[src/rtl/irg_pkg.sv]
// Shared types for the issue gate: the six field orders of the incoming
// address and a helper that folds illegal mode codes onto the default.
package irg_pkg;
    typedef enum logic [2:0] {
        ORD_RC_BA_VA = 3'd0,
        ORD_RC_VA_BA = 3'd1,
        ORD_BA_RC_VA = 3'd2,
        ORD_BA_VA_RC = 3'd3,
        ORD_VA_RC_BA = 3'd4,
        ORD_VA_BA_RC = 3'd5
    } field_order_e;

    // Codes 6 and 7 carry no order; they fall back to the default one.
    function automatic field_order_e legal_order(input logic [2:0] code);
        if (code > 3'd5) return ORD_RC_BA_VA;
        return field_order_e'(code);
    endfunction
endpackage

[src/rtl/irg_slot_counter.sv]
// Tracks how many requests of one port are in flight.
// Assumes: take and give are single-cycle events; a give at zero is dropped.
module irg_slot_counter #(
    parameter int MAX_OT = 4
) (
    input  logic clk,
    input  logic rst_n,
    input  logic take,
    input  logic give,
    output logic full
);
    localparam int CW = $clog2(MAX_OT + 1);

    logic [CW-1:0] cnt_q;
    logic [CW-1:0] cnt_d;
    logic          give_ok;

    // A completion only counts when something is outstanding.
    assign give_ok = give && (cnt_q != '0);

    // Next tally: up on take, down on a valid give, unchanged on both.
    always_comb begin
        cnt_d = cnt_q;
        if (take && !give_ok)
            cnt_d = cnt_q + CW'(1);
        else if (!take && give_ok)
            cnt_d = cnt_q - CW'(1);
    end

    // Tally register with synchronous active-low reset.
    always_ff @(posedge clk) begin
        if (!rst_n) cnt_q <= '0;
        else        cnt_q <= cnt_d;
    end

    // Ceiling reached flag.
    assign full = (cnt_q == CW'(MAX_OT));
endmodule

[src/rtl/irg_addr_remap.sv]
// Reorders the vault, bank and row/column fields of an address into the
// fixed layout {row/column, bank, vault, offset}. Pure wiring per mode.
// Assumes: field widths sum to ADDR_W; offset sits lowest in both layouts.
module irg_addr_remap
    import irg_pkg::*;
#(
    parameter int ADDR_W  = 32,
    parameter int VAULT_W = 4,
    parameter int BANK_W  = 1,
    parameter int OFF_W   = 8
) (
    input  logic [2:0]        mode,
    input  logic [ADDR_W-1:0] addr_in,
    output logic [ADDR_W-1:0] addr_out
);
    localparam int RC_W = ADDR_W - VAULT_W - BANK_W - OFF_W;
    localparam int PW   = $clog2(ADDR_W);

    // Every field start position that any order can produce.
    localparam logic [PW-1:0] P_LO      = PW'(OFF_W);
    localparam logic [PW-1:0] P_LO_V    = PW'(OFF_W + VAULT_W);
    localparam logic [PW-1:0] P_LO_B    = PW'(OFF_W + BANK_W);
    localparam logic [PW-1:0] P_LO_R    = PW'(OFF_W + RC_W);
    localparam logic [PW-1:0] P_LO_VB   = PW'(OFF_W + VAULT_W + BANK_W);
    localparam logic [PW-1:0] P_LO_VR   = PW'(OFF_W + VAULT_W + RC_W);
    localparam logic [PW-1:0] P_LO_BR   = PW'(OFF_W + BANK_W + RC_W);

    field_order_e  ord;
    logic [PW-1:0] rc_at;
    logic [PW-1:0] ba_at;
    logic [PW-1:0] va_at;

    assign ord = legal_order(mode);

    // Locate each field in the incoming address for the selected order.
    always_comb begin
        unique case (ord)
            ORD_RC_VA_BA: begin ba_at = P_LO;   va_at = P_LO_B;  rc_at = P_LO_VB; end
            ORD_BA_RC_VA: begin va_at = P_LO;   rc_at = P_LO_V;  ba_at = P_LO_VR; end
            ORD_BA_VA_RC: begin rc_at = P_LO;   va_at = P_LO_R;  ba_at = P_LO_VR; end
            ORD_VA_RC_BA: begin ba_at = P_LO;   rc_at = P_LO_B;  va_at = P_LO_BR; end
            ORD_VA_BA_RC: begin rc_at = P_LO;   ba_at = P_LO_R;  va_at = P_LO_BR; end
            default:      begin va_at = P_LO;   ba_at = P_LO_V;  rc_at = P_LO_VB; end
        endcase
    end

    // Assemble the fixed output layout.
    assign addr_out = {addr_in[rc_at +: RC_W],
                       addr_in[ba_at +: BANK_W],
                       addr_in[va_at +: VAULT_W],
                       addr_in[OFF_W-1:0]};
endmodule

[src/rtl/issue_remap_gate.sv]
// Per-port issue gate: passes requests only while fewer than MAX_OT are in
// flight, and rewrites the address into the fixed field layout.
// Assumes: cmpl_pulse is one cycle per finished request; gating is
// combinational, so ready and valid drop in the cycle the ceiling is hit.
module issue_remap_gate #(
    parameter int ADDR_W  = 32,
    parameter int VAULT_W = 4,
    parameter int BANK_W  = 1,
    parameter int OFF_W   = 8,
    parameter int MAX_OT  = 4
) (
    input  logic              clk,
    input  logic              rst_n,
    input  logic [2:0]        map_mode,
    input  logic              req_valid,
    output logic              req_ready,
    input  logic [ADDR_W-1:0] req_addr,
    input  logic              req_write,
    output logic              out_valid,
    input  logic              out_ready,
    output logic [ADDR_W-1:0] out_addr,
    output logic              out_write,
    input  logic              cmpl_pulse
);
    logic at_cap;
    logic accept;

    // Gating: both directions are closed while the ceiling is reached.
    assign req_ready = out_ready && !at_cap;
    assign out_valid = req_valid && !at_cap;
    assign accept    = req_valid && req_ready;
    assign out_write = req_write;

    irg_slot_counter #(
        .MAX_OT (MAX_OT)
    ) u_slots (
        .clk   (clk),
        .rst_n (rst_n),
        .take  (accept),
        .give  (cmpl_pulse),
        .full  (at_cap)
    );

    irg_addr_remap #(
        .ADDR_W  (ADDR_W),
        .VAULT_W (VAULT_W),
        .BANK_W  (BANK_W),
        .OFF_W   (OFF_W)
    ) u_remap (
        .mode     (map_mode),
        .addr_in  (req_addr),
        .addr_out (out_addr)
    );
endmodule

[config.mk]
export PLATFORM = sky130hd
export DESIGN_NAME = issue_remap_gate
export DESIGN_NICKNAME = d
export VERILOG_FILES = /design/src/rtl/irg_pkg.sv /design/src/rtl/irg_slot_counter.sv /design/src/rtl/irg_addr_remap.sv /design/src/rtl/issue_remap_gate.sv
export SDC_FILE = /design/constraint.sdc
export NUM_CORES = 1
export LEC_CHECK = 0
export ABC_AREA = 1
export BUFFER_PORTS_ARGS = -buffer_cell sky130_fd_sc_hd__buf_2
export CAP_MARGIN = 10
export CORE_MARGIN = 2
export CORE_UTILIZATION = 30
export CTS_CLUSTER_DIAMETER = 40
export DETAILED_ROUTE_END_ITERATION = 10
export SLEW_MARGIN = 20
export SYNTH_ARGS = -nofsm -noshare
export SYNTH_HDL_FRONTEND = slang
export SYNTH_SLANG_ARGS = --single-unit
[constraint.sdc]
create_clock -name clk -period 1.75 [get_ports clk]
set_input_delay 0.0875 -clock clk [delete_from_list [all_inputs] [get_ports clk]]
set_output_delay 0.0875 -clock clk [all_outputs]
set_load 0.02 [all_outputs]
# Word-level counts from Yosys, hierarchy flattened
# Cells that the tools add are included.
[totals] out_inout_bits=35 reg_bits=3
[op_classes] n_lt_le_gt_ge=1 n_mux=8 n_shift=3 eq_ne=6 n_reduce_logical=15 n_addsub=2
[ops] cell="indexed part select 32 x 5 -> 19 bit" n=1
[ops] cell="indexed part select 32 x 6 -> 1 bit" n=1
[ops] cell="indexed part select 32 x 6 -> 4 bit" n=1
[ops] cell="one-hot mux 5 bit (3 select lines)" n=2
[ops] cell="two-way mux 3 bit" n=4
[ops] cell="== test 3 bit, second input constant" n=3
[ops] cell="one-hot mux 3 bit (3 select lines)" n=1
[ops] cell="OR reduction 2 bit" n=4
[ops] cell="== test 3 x 2 -> 1 bit, second input constant" n=2
[ops] cell="logical AND 1 bit" n=6
[ops] cell="adder 3 x 1 -> 3 bit, second input constant" n=1
[ops] cell="== test 3 x 1 -> 1 bit, second input constant" n=1
[ops] cell="greater-than comparator 3 bit, second input constant" n=1
[ops] cell="zero test 1 bit" n=3
[ops] cell="nonzero test 3 bit" n=1
[ops] cell="subtractor 3 x 1 -> 3 bit, second input constant" n=1
[ops] cell="nonzero test 2 bit" n=1
[ops] cell="two-way mux 1 bit" n=1

# Logic depth before layout (Yosys ltp)
[logic_depth] word_depth=8 depth_mapped=12 depth_no_buf=11

# Hierarchy
# Synthesis repeated with hierarchy kept, for this count alone.
[hier_totals] hier_cells=224 area_unflattened_um2=1321.3
[modules_own_cells] module="irg_addr_remap" area_per_inst_um2=1103.6 n_inst=1 seq_area_each_um2=0.0 cells_per_inst=192
[modules_own_cells] module="irg_slot_counter" area_per_inst_um2=182.7 n_inst=1 seq_area_each_um2=60.1 cells_per_inst=25
[modules_own_cells] module="issue_remap_gate" area_per_inst_um2=35.0 n_inst=1 seq_area_each_um2=0.0 cells_per_inst=7

# Worst setup path after synthesis
# OpenSTA, ideal clock, no wires.
[synth_path] path_type="reg2reg" startpoint="register u_slots.cnt_q[0]" endpoint="register u_slots.cnt_q[2]" t_arrival_ns=1.580 setup_time_ns=0.122 stages_incl_launch_ff=10 period_less_slack_ns=1.703 slack_ns=0.047 n_path_buf=0 path_cell_list="dfxtp_1 -> nor3_1 -> nor3_1 -> ha_1 -> inv_1 -> fa_1 -> a21oi_1 -> o21ai_0 -> o21ai_0 -> a21oi_1"
[synth_via] elab_chain_len=7 elab_cells_between_ends=15 cone_classes="add/sub (2); eq/ne (1); mux (2); reduce/logical (10)"
[synth_rtl] item="start, declared" line="irg_slot_counter.sv:14" rtl="logic [CW-1:0] cnt_q;"
[synth_rtl] item="start signal, assigned" line="irg_slot_counter.sv:33" rtl="else cnt_q <= cnt_d;"
[synth_rtl] item="parallel branches: the longest is 7 deep, another holds subtractor 3 x 1 -> 3 bit"
# Several ways; the timed one is not identified. The select of a mux whose other input is x is not followed.
# A chain may end at the register's enable or synchronous reset.

# Worst setup path after layout
[layout_path] startpoint="register u_slots.cnt_q[1]" endpoint="register u_slots.cnt_q[2]"
# The elaborated chain is that of the path after synthesis.

==> impl_results.md <==
- Leading cell types by count after synthesis: 87 x sky130_fd_sc_hd__nand2_1, 39 x sky130_fd_sc_hd__inv_1, 18 x sky130_fd_sc_hd__o21ai_1
- Leakage power total: 0.00114 uW
- Combined global-route utilization of all metal layers: 15.1%
- Final Skew: 0.00408 ns
- Required time at the worst-slack endpoint: 1.85 ns
- Number of global-route vias before repair: 1731
- Worst slew margin: 76.3%
- Maximum number of pins on one net before global-route repair: 47
- Critical Path Source Type: flip-flop
- Peak VDD IR: 0.744 mV
- Final critical path time including I/O delays and setup: 1.68 ns
- Setup repair bufs after CTS: 0
- Clock latency of the later-clocked register in the worst-skew pair: 0.22 ns
- Post-route fraction of the period consumed by the critical path: 96.1%
- Crit path DAT: 1.78 ns
- Average wire per cell in the routed design: 12.2 um
- Number of register bits inferred by synthesis: 3
- Max reg flops: 3
- Most numerous cell in the Yosys netlist: sky130_fd_sc_hd__nand2_1
- Chip height: 76.0 um
- Total Neg Setup Slack: 0 ns
- Kind of critical path: flip-flop to flip-flop
- Worst min-delay path category: input port to flip-flop
- Mean cell area of the mapped netlist: 5.72 sq um
- Synth warnings: 0
- Final HPWL DP: 3620 um
- Dominant cells by area after synthesis: sky130_fd_sc_hd__nand2_1 21%, sky130_fd_sc_hd__inv_1 9.4%, sky130_fd_sc_hd__mux2i_1 7.1%, sky130_fd_sc_hd__o21ai_1 5.8%, sky130_fd_sc_hd__nand3_1 5.5%
- Max cap viols: 0
- CP Max Fanout: 4
- Slew of the pin with the lowest slew margin: 0.355 ns
- Area of the die: 5780 sq um
- Async set-or-reset flop fraction in the synthesized netlist: 0%
- Number of pins with negative max-slew slack in the final report: 0
- Final estimated routing congestion in global placement: 0.883
- Iteration-0 DRC Markers: 130
- Largest registers ranked by flip-flop count: u_slots.cnt_q: 3 flops
- DRC violation count after routing: 0
- Post-Place Cells: 392
- Gate count of the mapped netlist: 272
- Biggest area consumer among synthesized cells: sky130_fd_sc_hd__nand2_1
- First-pass DRT Iterations: 4
- Synthesized Nets: 320
- Area Overhead vs Synth: 31.2%
- Count of antenna-violating nets left after detailed routing: 0
- Count of input and output buffers: 57
- Setup crit end kind: flip-flop
- First-pass GRT wire length: 7500 um
- Average via count per standard cell: 4.79
- Main flop type after synthesis: sky130_fd_sc_hd__dfxtp_1
- Number of flops mapped to enable cells by yosys: 0
- Count of unique library cells instantiated by Yosys: 30
- Die outline width: 76.0 um
- Cell Rows: 26
- Ratio of cells with drive above 1 in the final layout: 33.6%
- Total number of vias: 1914
- Number of H-tree levels: 1
- Final std cells w/o fill: 400
- Cts bufs inserted: 3
- Setup repair after global routing missed its margin: yes
- Power per standard cell area: 653 nW/um^2
- IO Pins: 76
- Clock slew seen by the registers of the worst setup and hold paths: 0.03 ns
- Initial antenna violation count: 0
- Total of endpoints with negative setup slack in the final report: 0
- Share of Yosys cell area claimed by the top area cell type: 21.0%
- Buffers from clock root to sink, at most: 2
- Biggest register: u_slots.cnt_q
- Sequential area share after synthesis: 3.86%
- Status: completed
- Total congestion overflow: 0
- Initial cell density of the core: 30.9%
- Cell chosen for the clock root: sky130_fd_sc_hd__clkbuf_8
- Number of hold violations in the final report: 0
- Post-synthesis instance area: 1560 sq um
- TritonCTS sink count: 3
- Placeable core area: 5040 sq um
- CTS tree: yes
- Highest clock rate: 0.594 GHz
- Final #Nets: 379
- Routed wire length: 4880 um
- Antenna cells: 0
==> critical path, cell delays in order, from the launching register on <==
cell	delay [ns]
sky130_fd_sc_hd__dfxtp_2	0.34
sky130_fd_sc_hd__o31ai_4	0.24
sky130_fd_sc_hd__ha_2	0.20
sky130_fd_sc_hd__inv_1	0.06
sky130_fd_sc_hd__fa_2	0.34
sky130_fd_sc_hd__a21oi_1	0.12
sky130_fd_sc_hd__o21ai_1	0.10
sky130_fd_sc_hd__o21ai_1	0.12
sky130_fd_sc_hd__a21oi_1	0.04
==> cell type report <==
type	instances	area, sq um
multi-input cells	210	1270
repair buffers	69	405
clock buffers	4	45.0
fillers	569	3000
well taps	70	87.6
inverters	44	170
flip-flops and latches	3	63.8
==> power breakdown <==
group          switching [uW]  internal, uW
sequential               44.5           105
clock                    46.2           155
combinational             595           388
total                     686           648
==> kinds of logic after synthesis <==
logic type      after synthesis  synth area share (%)
simple gates                139                  42.8
buf+inv                      62                  21.0
compound gates               50                  19.2
mux                          11                  7.07
fa+ha+maj                     7                  6.11
flops                         3                  3.86
==> cells in the final DEF, fill, tap and decap left out, types with 5 or more instances in the layout <==
master,instances
sky130_fd_sc_hd__nor2_2,5
sky130_fd_sc_hd__nand2_1,87
sky130_fd_sc_hd__o211ai_1,8
sky130_fd_sc_hd__nor2_1,13
sky130_fd_sc_hd__buf_2,57
sky130_fd_sc_hd__mux2i_1,11
sky130_fd_sc_hd__o21ai_1,21
sky130_fd_sc_hd__a21oi_2,5
sky130_fd_sc_hd__o21ai_0,7
sky130_fd_sc_hd__buf_4,10
sky130_fd_sc_hd__nand3_1,17
sky130_fd_sc_hd__inv_1,37
sky130_fd_sc_hd__nand4_1,6
sky130_fd_sc_hd__a21oi_1,6
==> per-layer routing <==
| layer | vias to the layer above | part of all wire [%] | GRT usage, % |
|---|---|---|---|
| met5 | - | 0 | 0 |
| met4 | 0 | 0.39 | 2.73 |
| met3 | 2 | 5.2 | 1.54 |
| met2 | 55 | 47 | 26.0 |
| met1 | 874 | 48 | 20.6 |
| li1 | 983 | - | - |
==> worst paths after layout <==
kind | startpoint | endpoint | slack, ns | depth (start not counted)
worst max-delay path | u_slots.cnt_q[1]$_SDFFE_PN0P_ | u_slots.cnt_q[2]$_SDFFE_PN0P_ | 0.07 | 8
worst min-delay path | rst_n | u_slots.cnt_q[1]$_SDFFE_PN0P_ | 0.12 | 3
worst max register to register | u_slots.cnt_q[1]$_SDFFE_PN0P_ | u_slots.cnt_q[2]$_SDFFE_PN0P_ | 0.07 | 8
worst min register to register | u_slots.cnt_q[1]$_SDFFE_PN0P_ | u_slots.cnt_q[1]$_SDFFE_PN0P_ | 0.49 | 2
==> what timing repair did <==
action	in CTS	in global routing
endpoints found under the hold margin	0	0
pin swaps	2	4
gates cloned	0	4
gates resized for setup	7	16
hold buffers	0	0
endpoints found under the setup margin	1	23
==> stage by stage <==
stage	instance area, sq um	hold slack, ns	utilization (%)	setup slack (ns)	power [uW]
after global routing	2040	0.139	40.5	-0.0387	1450
after global placement	1860	0.175	36.9	0.00353	1010
after floorplan	1560	0.226	-	0.0475	773
after CTS	1920	0.115	38.0	0.000995	1250
final	2040	0.122	40.5	0.0675	1330
after detailed placement	1860	0.175	36.9	-0.0935	1020
No activity file was read; power rests on OpenSTA's default activity.
